--- src/rtl/dmahs_pkg.sv ---
package dmahs_pkg;
   // Control register layout, bit 0 first (en) up to bit 5 (sep)
   typedef struct packed {
      logic sep;       // dedicated DMA strobes
      logic eot_low;   // end-of-transfer active low
      logic ack_low;   // acknowledge active low
      logic req_low;   // request active low
      logic dir_in;    // 1: buffer to host
      logic en;        // enable
   } dmahs_ctrl_t;

   localparam int CTRL_W = $bits(dmahs_ctrl_t);
   localparam logic [1:0] ADDR_CTRL = 2'd0;
   localparam logic [1:0] ADDR_CNT  = 2'd1;

   // Strobe choice index: {sep, dir_in}
   localparam int SEL_PIO_WR = 0;
   localparam int SEL_PIO_RD = 1;
   localparam int SEL_DMA_WR = 2;
   localparam int SEL_DMA_RD = 3;
endpackage

--- src/rtl/dmahs_sync.sv ---
module dmahs_sync #(
   parameter int W = 1,
   parameter int STAGES = 0,
   parameter logic [W-1:0] RST_VAL = '0
) (
   input  logic         clk,
   input  logic         rst_n,
   input  logic [W-1:0] d_i,
   output logic [W-1:0] d_o
);
   initial assert (STAGES >= 0 && STAGES <= 4) else $fatal(1, "dmahs_sync: STAGES out of range");

   generate
      if (STAGES == 0) begin : g_pass
         assign d_o = d_i;
      end else begin : g_ff
         logic [W-1:0] pipe [STAGES];
         always_ff @(posedge clk or negedge rst_n) begin
            if (!rst_n) begin
               for (int i = 0; i < STAGES; i++) pipe[i] <= RST_VAL;
            end else begin
               pipe[0] <= d_i;
               for (int i = 1; i < STAGES; i++) pipe[i] <= pipe[i-1];
            end
         end
         assign d_o = pipe[STAGES-1];
      end
   endgenerate
endmodule

--- src/rtl/dmahs_regs.sv ---
module dmahs_regs
   import dmahs_pkg::*;
#(
   parameter int CW = 16,
   parameter int REG_W = 16
) (
   input  logic             clk,
   input  logic             rst_n,
   input  logic             we,
   input  logic [1:0]       addr,
   input  logic [REG_W-1:0] wdata,
   output dmahs_ctrl_t      ctl,
   output logic [CW-1:0]    cnt_val,
   output logic             cnt_wr
);
   initial assert (CW <= REG_W && REG_W >= CTRL_W) else $fatal(1, "dmahs_regs: width mismatch");

   assign cnt_wr = we && (addr == ADDR_CNT);

   always_ff @(posedge clk or negedge rst_n) begin
      if (!rst_n) begin
         ctl     <= '0;
         cnt_val <= '0;
      end else begin
         if (we && addr == ADDR_CTRL) ctl <= dmahs_ctrl_t'(wdata[CTRL_W-1:0]);
         if (cnt_wr) cnt_val <= wdata[CW-1:0];
      end
   end
endmodule

--- src/rtl/dmahs_xfer_cnt.sv ---
module dmahs_xfer_cnt #(
   parameter int CW = 16
) (
   input  logic          clk,
   input  logic          rst_n,
   input  logic          load,
   input  logic [CW-1:0] load_val,
   input  logic [CW-1:0] reload_val,
   input  logic          word,
   input  logic          eot,
   output logic          tc,
   output logic          done,
   output logic [CW-1:0] rem
);
   localparam logic [CW-1:0] ONE = CW'(1);

   initial assert (CW >= 2 && CW <= 32) else $fatal(1, "dmahs_xfer_cnt: CW out of range");

   // zero and one both end on the next word
   assign tc = eot || (word && (rem <= ONE));

   always_ff @(posedge clk or negedge rst_n) begin
      if (!rst_n) begin
         rem  <= '0;
         done <= 1'b0;
      end else begin
         done <= tc;
         if (load)      rem <= load_val;
         else if (tc)   rem <= reload_val;
         else if (word) rem <= rem - ONE;
      end
   end
endmodule

--- src/rtl/dmahs_ctrl.sv ---
module dmahs_ctrl
   import dmahs_pkg::*;
#(
   parameter int DW = 16,
   parameter int CW = 16,
   parameter int REG_W = 16,
   parameter int SYNC_STAGES = 0
) (
   input  logic             clk,
   input  logic             rst_n,
   input  logic             reg_we,
   input  logic [1:0]       reg_addr,
   input  logic [REG_W-1:0] reg_wdata,
   output logic             dma_req,
   input  logic             dma_ack,
   input  logic             dma_eot,
   input  logic             pio_rd_n,
   input  logic             pio_wr_n,
   input  logic             dma_rd_n,
   input  logic             dma_wr_n,
   input  logic [DW-1:0]    host_wdata,
   output logic [DW-1:0]    host_rdata,
   input  logic             buf_space,
   output logic             buf_wr_valid,
   output logic [DW-1:0]    buf_wr_data,
   input  logic             buf_avail,
   input  logic [DW-1:0]    buf_rd_data,
   output logic             buf_rd_pop,
   output logic             xfer_done
);
   localparam int NSIG = 6;
   localparam logic [NSIG-1:0] SIG_RST = {4'b1111, 2'b00};

   initial assert (DW >= 1) else $fatal(1, "dmahs_ctrl: DW must be positive");

   dmahs_ctrl_t   ctl;
   logic [CW-1:0] cnt_val;
   logic          cnt_wr;
   logic [CW-1:0] rem_w;
   logic          tc;

   dmahs_regs #(.CW(CW), .REG_W(REG_W)) regs_i (
      .clk(clk), .rst_n(rst_n), .we(reg_we), .addr(reg_addr), .wdata(reg_wdata),
      .ctl(ctl), .cnt_val(cnt_val), .cnt_wr(cnt_wr)
   );

   // input conditioning
   logic [NSIG-1:0] raw_sig, syn_sig;
   assign raw_sig = {pio_rd_n, pio_wr_n, dma_rd_n, dma_wr_n, dma_ack, dma_eot};

   dmahs_sync #(.W(NSIG), .STAGES(SYNC_STAGES), .RST_VAL(SIG_RST)) sync_i (
      .clk(clk), .rst_n(rst_n), .d_i(raw_sig), .d_o(syn_sig)
   );

   logic s_pio_rd, s_pio_wr, s_dma_rd, s_dma_wr, s_ack, s_eot;
   assign {s_pio_rd, s_pio_wr, s_dma_rd, s_dma_wr, s_ack, s_eot} = syn_sig;

   logic en_w, dir_in_w, ack_low_w;
   assign en_w      = ctl.en;
   assign dir_in_w  = ctl.dir_in;
   assign ack_low_w = ctl.ack_low;

   // strobe choice
   logic [3:0] strb_vec;
   logic       strb_now;
   assign strb_vec[SEL_PIO_WR] = s_pio_wr;
   assign strb_vec[SEL_PIO_RD] = s_pio_rd;
   assign strb_vec[SEL_DMA_WR] = s_dma_wr;
   assign strb_vec[SEL_DMA_RD] = s_dma_rd;
   assign strb_now = strb_vec[{ctl.sep, ctl.dir_in}];

   logic ack_act, eot_act;
   assign ack_act = s_ack ^ ctl.ack_low;
   assign eot_act = s_eot ^ ctl.eot_low;

   // history of strobe, acknowledge and end-of-transfer
   logic          strb_q, ack_q, eot_q, dreq_q;
   logic [DW-1:0] data_q;

   always_ff @(posedge clk or negedge rst_n) begin
      if (!rst_n) begin
         strb_q <= 1'b1;
         ack_q  <= 1'b0;
         eot_q  <= 1'b0;
         data_q <= '0;
      end else begin
         strb_q <= strb_now;
         ack_q  <= ack_act;
         eot_q  <= eot_act;
         if (!strb_now) data_q <= host_wdata;
      end
   end

   logic word_evt, eot_evt, buf_cond;
   assign word_evt = ctl.en && !strb_q && strb_now && ack_q;
   assign eot_evt  = ctl.en && eot_act && !eot_q;
   assign buf_cond = ctl.dir_in ? buf_avail : buf_space;

   dmahs_xfer_cnt #(.CW(CW)) cnt_i (
      .clk(clk), .rst_n(rst_n), .load(cnt_wr), .load_val(reg_wdata[CW-1:0]),
      .reload_val(cnt_val), .word(word_evt), .eot(eot_evt),
      .tc(tc), .done(xfer_done), .rem(rem_w)
   );

   always_ff @(posedge clk or negedge rst_n) begin
      if (!rst_n) dreq_q <= 1'b0;
      else        dreq_q <= ctl.en && buf_cond && !tc;
   end

   assign dma_req      = dreq_q ^ ctl.req_low;
   assign buf_wr_valid = word_evt && !ctl.dir_in;
   assign buf_rd_pop   = word_evt && ctl.dir_in;
   assign buf_wr_data  = data_q;
   assign host_rdata   = buf_rd_data;
endmodule

--- config.mk ---
export PLATFORM = sky130hd
export DESIGN_NAME = dmahs_ctrl
export DESIGN_NICKNAME = d
export VERILOG_FILES = /design/src/rtl/dmahs_pkg.sv /design/src/rtl/dmahs_sync.sv /design/src/rtl/dmahs_regs.sv /design/src/rtl/dmahs_xfer_cnt.sv /design/src/rtl/dmahs_ctrl.sv
export SDC_FILE = /design/constraint.sdc
export NUM_CORES = 1
export LEC_CHECK = 0
export ABC_AREA = 1
export BUFFER_PORTS_ARGS = -buffer_cell sky130_fd_sc_hd__buf_2
export CELL_PAD_IN_SITES_DETAIL_PLACEMENT = 0
export CELL_PAD_IN_SITES_GLOBAL_PLACEMENT = 2
export CORE_MARGIN = 1.5
export CORE_UTILIZATION = 26
export CTS_CLUSTER_SIZE = 28
export DETAILED_ROUTE_END_ITERATION = 16
export HOLD_SLACK_MARGIN = 0.12
export PLACE_DENSITY = 0.78
export SLEW_MARGIN = 10
export SYNTH_ARGS = -nofsm -noshare
export SYNTH_HDL_FRONTEND = slang
export SYNTH_SLANG_ARGS = --single-unit
--- constraint.sdc ---
create_clock -name clk -period 1.5 [get_ports clk]
set_clock_uncertainty 0.05 [all_clocks]
set_input_delay 0.225 -clock clk [delete_from_list [all_inputs] [get_ports clk]]
set_output_delay 0.225 -clock clk [all_outputs]
set_load 0.005 [all_outputs]
==> results of run 1 <==
metrics by stage:
step,area [um^2],std cells
after floorplan,3420,448
after detailed placement,4140,700
final,4910,750
after global placement,4140,700
after global routing,4910,750
after CTS,4810,748
worst min-delay path, cell delays in order:
cell and delay (ps):
buf_2 70, nand2_1 80, o21ai_0 90
cells by family after synthesis:
family / synth area share, %
buffers and inverters: 11.9
DFF: 43.2
xor gates and xnor gates: 2.27
and+or+nand+nor: 35.3
adders and majority gates: 0.732
AOI/OAI and AO/OA: 6.55
registers in the layout (all words and copies together), names as in the netlist:
name	flops
strb_q	1
eot_q	1
cnt_i.rem	16
regs_i.ctl	6
regs_i.cnt_val	16
dreq_q	1
ack_q	1
buf_wr_data	16
cnt_i.done	1
final timing paths:
path	slack, ps	endpoint	cells after the start
setup / recovery	-150	cnt_i.rem[6]	9
hold / removal	120	regs_i.cnt_val[13]	3
setup reg to reg	-150	cnt_i.rem[6]	9
hold reg to reg	410	ack_q	1
max in group asynchronous	500	strb_q	3
min in group asynchronous	320	regs_i.cnt_val[13]	2
what timing repair did:
action | in CTS | in global routing
resized for setup | 18 | 29
pin swaps | 9 | 9
hold buffers | 25 | 0
buffers inserted | 5 | 1
endpoints found under the hold margin | 39 | 0
setup endpoints to repair | 20 | 36
cloned | 2 | 1
cells in the final DEF, fill, tap and decap left out, types with 2 or more instances in the layout:
cell	count
nand2_1	130
buf_2	64
dfrtp_1	57
inv_1	48
buf_4	43
nor2_1	42
o21ai_0	28
dlygate4sd3_1	25
nand2_2	20
nand3_2	17
nand3_1	14
nand3b_1	12
a21oi_2	9
clkbuf_16	9
buf_6	8
nor2_2	6
nor2_4	5
xor2_1	5
inv_2	4
nand3_4	3
nand2_8	3
clkbuf_1	3
buf_12	3
inv_4	2
nand4_1	2
xnor2_1	2
clkbuf_8	2
clkinv_2	2
cell usage after synthesis, types with 6 or more instances:
| cell | instances | share of area, % |
|---|---|---|
| nand2_2 | 13 | 2.4 |
| buf_2 | 6 | 0.88 |
| nand2_1 | 137 | 15 |
| dfrtp_1 | 58 | 42 |
| nand3_1 | 22 | 3.2 |
| a21oi_2 | 9 | 2.3 |
| inv_1 | 51 | 5.6 |
| buf_4 | 19 | 4.2 |
| nor2_1 | 49 | 5.4 |
| nand3b_1 | 12 | 2.6 |
| nand3_2 | 11 | 3.2 |
| o21ai_0 | 28 | 4.1 |
power groups by stage:
stage | Combinational [uW] | Sequential, uW | Clock [uW]
after global routing | 3270 | 2390 | 2020
after CTS | 2800 | 2320 | 1950
after detailed placement | 2600 | 2340 | 0
final | 2910 | 2330 | 1900
after global placement | 2570 | 2340 | 0
after floorplan | 1500 | 2370 | 0
metal layers:
| metal | global-route usage [%] | routed length, um | vias to the layer above | share of wire [%] |
|---|---|---|---|---|
| met2 | 23.6 | 4330 | 76 | 47 |
| met4 | 6.33 | 176 | 0 | 1.9 |
| met3 | 2.66 | 418 | 13 | 4.5 |
| met5 | 0 | 0 | - | 0 |
| li1 | - | - | 1616 | - |
| met1 | 16.9 | 4290 | 1424 | 47 |
cell type report:
type	count	area [um^2]	share of cell area (%)
Clock buffer	14	264	5.37
Sequential cell	59	1480	30.1
Clock inverter	2	10.0	0.204
Tap cell	172	215	4.38
Timing Repair Buffer	143	1040	21.2
Inverter	55	211	4.30
Multi-Input combinational cell	305	1690	34.4
==> qor.csv, run 1 <==
metric,value,unit
Seq pwr share,32.7,%
ANT nets after route,0,
final core occ,38.6,%
"Top FF cell, synth",dfrtp_1,
worst flop-to-flop path startpoint,cnt_i.rem[5],
clock network power share,26.6,%
IO Pins,97,
signal arrival time at the worst endpoint,1810,ps
pin count of the biggest net entering global routing,30,
WHS,121,ps
Slew Limit Fails,0,
Port Buffers,64,
fmax,607,MHz
number of synthesized flops with an enable pin,0,
crit path from,cnt_i.rem[5],
CP peak stage delay,410,ps
setup TNS,-2430,ps
failing checks,setup timing,
Syn-to-layout area delta,43.8,%
Least-Margin Pin Slew,442,ps
DRT Pass-1 Iters,4,
"CTS clk-pin slew, worst paths",50,ps
Worst path slowest cell,dfrtp_1,
post-synthesis cell area,3420,um^2
Core ar.,12700,um^2
relative slew slack,70.5,%
Psw,2510,uW
vias in the first global route,3275,
routed vias/inst,4.17,
Final Hold Viols,0,
final worst path period need,1650,ps
min-delay src,reg_wdata[13],
post-synthesis sequential area ratio,43.2,%
die height,118,um
unique cell type count in the Yosys netlist,29,
GP Congestion,0.789,
remaining global-route overflow,0,
CTS tree,built,
"Power, Total",7140,uW
Worst Path Buf+Inv,1,
synth warn,0,
Final nets,636,
setup ws final,-147,ps
Setup WS pre-CTS,-225,ps
DP HPWL,6.52,mm
cell leakage power,0.00258,uW
first-pass GRT wire length,15.4,mm
die width,118,um
power per cell area,1450,nW/um^2
clock latency at the later pin of the worst-skew pair,330,ps
Startpoint Class,register,
Vias,3129,
Post-Synthesis Cells,448,
Worst Path Required,1670,ps
share of layout cells above drive strength 1,35.8,%
sw frac,35.1,%
status,finished with violations,
Antenna Cells,0,
Die ar.,13800,um^2
per-cell routed wire length,12.3,um
CTS buffer count,9,
CTS H-tree depth,3,
Int Pwr,4640,uW
# fillers,1334,
total nets after synthesis,511,
CP dominant cell by count,nand2_2,
Setup Crit Path Kind,reg -> reg,
Synth Area per Inst,7.63,um^2
Setup crit end kind,register,
Tot GR Track Use,13.9,%
Starting Density,26.9,%
CP max FO,6,
post-route clock period utilization,110,%
DR DRC count,0,
"Critical Path, Cell by Cell","nor2_1, nand2_2, nor2_4, nand2_2, nand2_8, buf_6, nand3b_1, nand3_2, a21oi_2",
# rows,41,
Max-Cap Viols,0,
Final Setup Violations,20,
initial DRC count,91,
hold crit path type,in -> reg,
Routed WL,9.21,mm
Comb power frac,40.7,%
CTS Sinks,59,
critical path's top delay family,simple AND/OR/NAND/NOR gates,
root buffer cell,clkbuf_16,
initial antenna violation count,0,
"Async S/R FF share, synth",100,%
CTS Buffer Depth,2,
VDD IR max,0.615,mV
RSZ-0062 raised after global routing,yes,
post-synthesis register bit count,59,
No activity file was read; power rests on OpenSTA's default activity.
==> run 2: changes to the inputs <==
==> constraint.sdc (replaced) <==
create_clock -name clk -period 1.5 [get_ports clk]
set_clock_uncertainty 0.05 [all_clocks]
set_input_delay 0.075 -clock clk [delete_from_list [all_inputs] [get_ports clk]]
set_output_delay 0.075 -clock clk [all_outputs]
set_load 0.005 [all_outputs]
==> qor.csv, run 2 (synthesized netlist as in run 1, its figures left out) <==
metric,value,unit,change
final worst path period need,1670,ps,+18.3 ps
vias in the first global route,3365,,+2.7%
VDD IR max,0.711,mV,+16%
initial antenna violation count,0,,unchanged
# rows,41,,unchanged
clock latency at the later pin of the worst-skew pair,330,ps,about the same
final core occ,40.6,%,+2.0 points
"commonest non-fill, non-tap cells in the layout","nand2_1, buf_2, dfrtp_1",,
cell leakage power,0.00269,uW,+4.2%
share of layout cells above drive strength 1,32.9,%,-2.9 points
failing checks,setup timing,,
Worst Path Required,1670,ps,about the same
remaining global-route overflow,0,,unchanged
WL met1,4.27,mm,-0.37%
"CTS clk-pin slew, worst paths",50,ps,about the same
per-cell routed wire length,12.2,um,-0.88%
Antenna Cells,0,,unchanged
DP HPWL,6.64,mm,+2.0%
DR top layer,met4,,
Final Hold Viols,0,,unchanged
initial DRC count,98,,+7.7%
Max-Cap Viols,0,,unchanged
Vias,3288,,+5.1%
Reg2Reg Setup Slack,-170,ps,-20 ps
WHS,172,ps,+51.3 ps
Syn-to-layout area delta,51.1,%,
GP Congestion,0.793,,+0.48%
DRT Pass-1 Iters,4,,unchanged
first-pass GRT wire length,16.1,mm,+4.6%
Slew Limit Fails,0,,unchanged
post-route clock period utilization,111,%,+1.2 points
setup ws final,-165,ps,-18.3 ps
pin count of the biggest net entering global routing,30,,unchanged
DP Cell Count,700,,unchanged
Final nets,661,,+3.9%
metal2 WL,4.59,mm,+6.0%
CP max FO,6,,unchanged
# fillers,1339,,+0.37%
power per cell area,1400,nW/um^2,-3.4%
Setup crit end kind,register,,
CTS Sinks,59,,unchanged
final std cells w/o fill,774,,+3.2%
Least-Margin Pin Slew,430,ps,-11.4 ps
CTS H-tree depth,3,,unchanged
DR DRC count,0,,unchanged
die height,118,um,unchanged
ANT nets after route,0,,unchanged
root buffer cell,clkbuf_16,,
die width,118,um,unchanged
status,finished with violations,,
routed vias/inst,4.25,,+1.8%
relative slew slack,71.3,%,+0.76 points
met3 WL,405,um,-3.1%
Die ar.,13800,um^2,unchanged
Startpoint Class,register,,
fmax,601,MHz,-1.1%
Tot GR Track Use,14.3,%,+0.41 points
IO Pins,97,,unchanged
hold crit path type,in -> async,,
Routed WL,9.43,mm,+2.3%
CTS Buffer Depth,2,,unchanged
signal arrival time at the worst endpoint,1830,ps,+20 ps
CTS tree,built,,
RSZ-0062 raised after global routing,yes,,
"most common cell after layout, fill and taps aside",nand2_1,,
Port Buffers,64,,unchanged
Setup Crit Path Kind,reg -> reg,,
Final Setup Violations,20,,unchanged
Starting Density,26.9,%,unchanged
CTS buffer count,9,,unchanged
Core ar.,12700,um^2,unchanged
run 2: through the flow:
| step | total power, uW | setup TNS, ps | instance area, um^2 | worst slack (ps) |
|---|---|---|---|---|
| after floorplan | 3870 | -1170 | 3420 | -120 |
| after global placement | 4910 | -2350 | 4130 | -158 |
| after detailed placement | 4950 | -3070 | 4130 | -216 |
| after CTS | 7200 | -2230 | 5030 | -146 |
| after global routing | 7830 | -5090 | 5160 | -269 |
| final | 7250 | -2340 | 5160 | -165 |
run 2: per-layer routing:
layer	up-vias	track usage (%)
li1	1672	-
met1	1529	17.9
met2	77	23.9
met3	10	2.96
met4	0	5.72
met5	-	0
run 2: what timing repair did:
item,4_1_cts,5_1_grt
cloned,0,2
buffers inserted,2,2
hold endpoints to repair,127,0
hold buffers,53,0
pin swaps,4,3
setup endpoints to repair,20,20
gates resized for setup,14,18
run 2: worst max-delay path: stages, from the launching register on:
cell and delay, ps:
dfrtp_1 380, inv_2 90, ha_1 140, inv_1 40
nand2_1 60, nand2_1 50, nor2_1 120, nand2_2 110
nand2_8 130, buf_6 140, nand3b_1 110, nand3_2 100
a21oi_2 50
run 2: power by group:
part | total, uW | switching [uW] | internal, uW
Clock | 2030 | 700 | 1330
Combinational | 2880 | 1490 | 1380
Sequential | 2340 | 299 | 2040
Total | 7250 | 2490 | 4760
run 2: path summary, 6_finish.rpt:
check                                      from                 to  depth (start not counted)
min in group clk                         reg_we  regs_i.cnt_val[3]                          3
worst min register to register  buf_wr_data[15]    buf_wr_data[15]                          2
worst min-delay path                      rst_n      cnt_i.rem[13]                          2
worst max-delay path               cnt_i.rem[1]      cnt_i.rem[12]                         12
max in group asynchronous                 rst_n             strb_q                          3
worst max register to register     cnt_i.rem[1]      cnt_i.rem[12]                         12
run 2: final cells by class:
type | instances | area (um^2) | share of cell area, %
Timing Repair Buffer | 168 | 1300 | 25.2
Tap cell | 172 | 215 | 4.17
Sequential cell | 59 | 1480 | 28.6
Clock buffer | 14 | 294 | 5.70
Multi-Input combinational cell | 305 | 1660 | 32.2
Inverter | 55 | 209 | 4.05
Clock inverter | 1 | 5.00 | 0.0969
